<file path="src/rtl/cla_pkg.sv">
package cla_pkg;
   // Width of the full adder result, including the carry-out bit.
   function automatic int result_width(input int slice_w, input int n_slices);
      return slice_w * n_slices + 1;
   endfunction
endpackage

</file>
<file path="src/rtl/cla_bit_pg.sv">
// Per-bit generate and propagate terms.
module cla_bit_pg #(
   parameter int W       = 4,
   parameter bit PROP_OR = 1'b0
) (
   input  logic [W-1:0] a,
   input  logic [W-1:0] b,
   output logic [W-1:0] gen,
   output logic [W-1:0] prop_sum,
   output logic [W-1:0] prop_la
);
   assign gen      = a & b;
   assign prop_sum = a ^ b;

   generate
      if (PROP_OR) begin : g_or_prop
         assign prop_la = a | b;
      end else begin : g_xor_prop
         assign prop_la = prop_sum;
      end
   endgenerate
endmodule

</file>
<file path="src/rtl/cla_lookahead.sv">
// Generic flat lookahead unit: every carry is a single AND-OR expression.
module cla_lookahead #(
   parameter int N = 4
) (
   input  logic [N-1:0] gen,
   input  logic [N-1:0] prop,
   input  logic         cin,
   output logic [N:0]   carry,
   output logic         grp_p,
   output logic         grp_g
);
   generate
      if (N < 1) begin : g_bad_n
         $error("cla_lookahead: N must be at least 1");
      end
   endgenerate

   logic term;
   logic acc;
   logic gacc;

   always_comb begin
      carry    = '0;
      carry[0] = cin;
      term     = 1'b0;
      acc      = 1'b0;
      for (int i = 1; i <= N; i++) begin
         acc = 1'b0;
         for (int j = 0; j < i; j++) begin
            term = gen[j];
            for (int k = j + 1; k < i; k++) term = term & prop[k];
            acc = acc | term;
         end
         term = cin;
         for (int k = 0; k < i; k++) term = term & prop[k];
         carry[i] = acc | term;
      end
   end

   always_comb begin
      gacc = 1'b0;
      for (int j = 0; j < N; j++) begin
         logic t;
         t = gen[j];
         for (int k = j + 1; k < N; k++) t = t & prop[k];
         gacc = gacc | t;
      end
      grp_g = gacc;
      grp_p = &prop;
   end

   // Recurrence model used only for checking the flat equations.
   logic [N:0] ripple_ref;
   always_comb begin
      ripple_ref[0] = cin;
      for (int i = 0; i < N; i++)
         ripple_ref[i+1] = gen[i] | (prop[i] & ripple_ref[i]);
   end

   always_comb begin

      lookahead_ripple_chk: assert (carry == ripple_ref)
         else $error("flat carries differ from recurrence");
   end
endmodule

</file>
<file path="src/rtl/cla_slice.sv">
// One lookahead slice: bit terms, flat carries, XOR sum, group outputs.
module cla_slice #(
   parameter int W       = 4,
   parameter bit PROP_OR = 1'b0
) (
   input  logic [W-1:0] a,
   input  logic [W-1:0] b,
   input  logic         cin,
   output logic [W-1:0] sum,
   output logic         grp_p,
   output logic         grp_g
);
   logic [W-1:0] gen;
   logic [W-1:0] prop_sum;
   logic [W-1:0] prop_la;
   logic [W:0]   carry;

   cla_bit_pg #(.W(W), .PROP_OR(PROP_OR)) u_pg (
      .a        (a),
      .b        (b),
      .gen      (gen),
      .prop_sum (prop_sum),
      .prop_la  (prop_la)
   );

   cla_lookahead #(.N(W)) u_la (
      .gen   (gen),
      .prop  (prop_la),
      .cin   (cin),
      .carry (carry),
      .grp_p (grp_p),
      .grp_g (grp_g)
   );

   assign sum = prop_sum ^ carry[W-1:0];

   logic [W:0] slice_ref;
   assign slice_ref = {1'b0, a} + {1'b0, b} + {{W{1'b0}}, cin};

   always_comb begin

      slice_sum_chk: assert (sum == slice_ref[W-1:0])
         else $error("slice sum wrong");
   end
endmodule

</file>
<file path="src/rtl/cla_adder.sv">
// Two-level carry-lookahead adder: slices plus a second-level lookahead unit.
module cla_adder #(
   parameter int SLICE_W  = 4,
   parameter int N_SLICES = 4,
   parameter bit PROP_OR  = 1'b0
) (
   input  logic [SLICE_W*N_SLICES-1:0] a,
   input  logic [SLICE_W*N_SLICES-1:0] b,
   input  logic                        cin,
   output logic [SLICE_W*N_SLICES-1:0] sum,
   output logic                        cout,
   output logic                        grp_p,
   output logic                        grp_g
);
   import cla_pkg::*;
   localparam int WIDTH = SLICE_W * N_SLICES;
   localparam int RES_W = result_width(SLICE_W, N_SLICES);

   generate
      if (SLICE_W < 1) begin : g_bad_slice_w
         $error("cla_adder: SLICE_W must be at least 1");
      end
      if (N_SLICES < 1) begin : g_bad_n_slices
         $error("cla_adder: N_SLICES must be at least 1");
      end
   endgenerate

   logic [N_SLICES-1:0] slice_p;
   logic [N_SLICES-1:0] slice_g;
   logic [N_SLICES:0]   slice_c;

   genvar s;
   generate
      for (s = 0; s < N_SLICES; s++) begin : g_slice
         cla_slice #(.W(SLICE_W), .PROP_OR(PROP_OR)) u_slice (
            .a     (a[s*SLICE_W +: SLICE_W]),
            .b     (b[s*SLICE_W +: SLICE_W]),
            .cin   (slice_c[s]),
            .sum   (sum[s*SLICE_W +: SLICE_W]),
            .grp_p (slice_p[s]),
            .grp_g (slice_g[s])
         );
      end
   endgenerate

   cla_lookahead #(.N(N_SLICES)) u_lcu (
      .gen   (slice_g),
      .prop  (slice_p),
      .cin   (cin),
      .carry (slice_c),
      .grp_p (grp_p),
      .grp_g (grp_g)
   );

   assign cout = slice_c[N_SLICES];

   logic [RES_W-1:0] total_ref;
   assign total_ref = {1'b0, a} + {1'b0, b} + {{WIDTH{1'b0}}, cin};

   always_comb begin

      total_sum_chk: assert ({cout, sum} == total_ref)
         else $error("adder result wrong");

      cout_group_chk: assert (cout == (grp_g | (grp_p & cin)))
         else $error("carry-out disagrees with group terms");

      group_gen_chk: assert (!grp_g || cout)
         else $error("group generate without carry-out");
   end
endmodule

</file>
<file path="config.mk">
export PLATFORM = sky130hd
export DESIGN_NAME = cla_adder
export DESIGN_NICKNAME = d
export VERILOG_FILES = /design/src/rtl/cla_pkg.sv /design/src/rtl/cla_bit_pg.sv /design/src/rtl/cla_lookahead.sv /design/src/rtl/cla_slice.sv /design/src/rtl/cla_adder.sv
export SDC_FILE = /design/constraint.sdc
export NUM_CORES = 1
export LEC_CHECK = 0
export BUFFER_PORTS_ARGS = -buffer_cell sky130_fd_sc_hd__clkbuf_2
export CAP_MARGIN = 15
export CORE_MARGIN = 5
export CORE_UTILIZATION = 40
export DETAILED_ROUTE_END_ITERATION = 16
export PLACE_DENSITY = 0.8
export SYNTH_ARGS = -nofsm -noshare
export SYNTH_HDL_FRONTEND = slang
export SYNTH_SLANG_ARGS = --single-unit
</file>
<file path="constraint.sdc">
create_clock -name vclk -period 5.02
set_input_delay 1.004 -clock vclk [all_inputs]
set_output_delay 1.004 -clock vclk [all_outputs]
set_load 0.05 [all_outputs]
</file>
==> impl_metrics.tcl <==
set metrics [dict create \
    synth_area_per_cell_um2 8.27 \
    die_area_mm2 0.00270 \
    setup_viol 0 \
    worstSetupEndpointType "output pin" \
    seq_area_um2 0 \
    start_kind "input port" \
    worstMarginPinSlew_ps 284 \
    nClkBuffers 0 \
    cpMaxStageDelayCell "ha_1" \
    nNetsFinal 196 \
    dp_hpwl_um 1740 \
    postCtsHoldBufs 0 \
    p_per_area_mw_per_mm2 226 \
    layout-drive-gt1-share_pct 40.1 \
    grt_usage_pct 14.5 \
    hold_viol_final 0 \
    vias 793 \
    gp_congestion 0.772 \
    syn_area_um2 703 \
    final_common_cell "clkbuf_2" \
    hold_path_class "input port to output pin" \
    dr.pass1.iters 2 \
    synth.distinct_cells 21 \
    via_per_inst 4.90 \
    grt_overflow 0 \
    row_count 15 \
    mostFrequentLayoutCells "52 x clkbuf_2, 20 x ha_1, 9 x nor2_1" \
    antenna_found_initial 0 \
    cp_cell_sequence "clkbuf_2 > ha_1 > a21oi_1 > o221ai_2 > a21oi_2 > o21bai_1 > ha_1 > o21a_1 > o21a_1 > nor2_1 > xnor2_1 > clkbuf_2" \
    die_h_um 51.9 \
    grt_first_pass_wirelength_um 3190 \
    fmax_mhz 233 \
    cts_setup_buffers 0 \
    maxCapViolCount 0 \
    n_antenna_cell 0 \
    ctsResizeCount 0 \
    period_share_pct 85.7 \
    synthCells 85 \
    area_growth_pct 41.5 \
    rsz0062_at_grt "no" \
    drv_slew 0 \
    drc 0 \
    ios 52 \
    holdWs_ps 2530 \
    outcome "finished clean" \
    io_buffers 52 \
    wl_um 1840 \
    yosysWarnings 0 \
    crit_path_end "sum[15]" \
    drt_iter0_drc 5 \
    worstHoldStart "b[8]" \
    core-area_mm2 0.00171 \
    slowest_delay_ps 340 \
    cp_max_fo 4 \
    detail-route-antenna-nets 0 \
    tns_ps 0 \
    slew_headroom_pct 81.1 \
    grt_max_degree 5 \
    critPathLaunch "a[3]" \
    syn_nets 142 \
    post-route-min-period_ps 4300 \
    grt_pass1_vias 826 \
    seq_cell_count 0 \
    die_width_um 51.9 \
    crit_arrival_ps 3300 \
    p_leak_nw 0.548 \
    start_util_pct 41.2 \
    wire_per_inst_um 11.3 \
    seq_area_frac_synth_pct 0 \
    crit_type "input port to output pin" \
    cp.required_ps 4020 \
    irDropWorstVdd_v 0.000126 \
]
metal layers:
layer | part of all wire [%] | global-route usage (%)
met5 | 0 | 0
met4 | 1.9 | 2.62
met3 | 8.2 | 2.01
met2 | 54 | 28.7
met1 | 36 | 16.2
where the power goes:
part	total, mW	switching (mW)	internal (mW)
Sequential	0	0	0
Clock	0	0	0
Combinational	0.225	0.161	0.0641
synth_stat cells, drive strengths merged:
library cell	number	share of area, %
ha	20	36
fa	4	11
nand2b	1	0.89
xnor2	5	6.2
nor4	1	0.89
a21oi	8	6.2
nand4	2	1.8
xor2	3	3.7
o21a	8	8.5
and4	1	1.2
o221ai	1	2.1
nand2	4	2.1
a221oi	1	2.1
o21bai	1	1.1
nor3	4	2.8
nor2	9	4.8
a21o	2	2.1
o21ai	5	3.6
inv	5	2.7
cell type report:
cell class	instances	area, µm²
Fill cell	163	713
Multi-Input combinational cell	80	684
Timing Repair Buffer	52	260
Tap cell	25	31.3
Inverter	5	18.8
logic make-up (layout without fill, tap and decap cells):
logic type                 count (synthesis)  count (layout)  share of synthesized area, %
AOI/OAI and AO/OA                         26              26                          25.8
xor gates and xnor gates                   8               8                          9.96
adders and majority gates                 24              24                          47.0
buffers and inverters                      5              57                          2.67
and+or+nand+nor                           22              22                          14.6
worst max-delay path, delay by kind of cell:
family          cells  cell delay [ps]
simple gates        1              120
compound gates      6             1100
fa+ha+maj           2              560
xor+xnor            1              140
buf+inv             2              380
worst min path at each step:
stage,to,slack [ps],depth (start not counted)
2_1_floorplan,sum[0],2400,3
3_3_place_gp,sum[8],2530,3
3_5_place_dp,sum[8],2540,3
4_1_cts,sum[8],2540,3
5_1_grt,sum[8],2570,3
6_report,sum[8],2530,3
stage by stage:
| stage | power [mW] | instances | instance area [µm²] | utilization [%] | worst slack [ps] |
|---|---|---|---|---|---|
| after floorplan | 0.176 | 85 | 703 | - | 729 |
| after CTS | 0.227 | 162 | 995 | 58.2 | 714 |
| after global routing | 0.244 | 162 | 995 | 58.2 | 543 |
| after global placement | 0.222 | 162 | 995 | 58.2 | 825 |
| after detailed placement | 0.226 | 162 | 995 | 58.2 | 734 |
| final | 0.225 | 162 | 995 | 58.2 | 719 |
(Power assumes the default switching activity.)
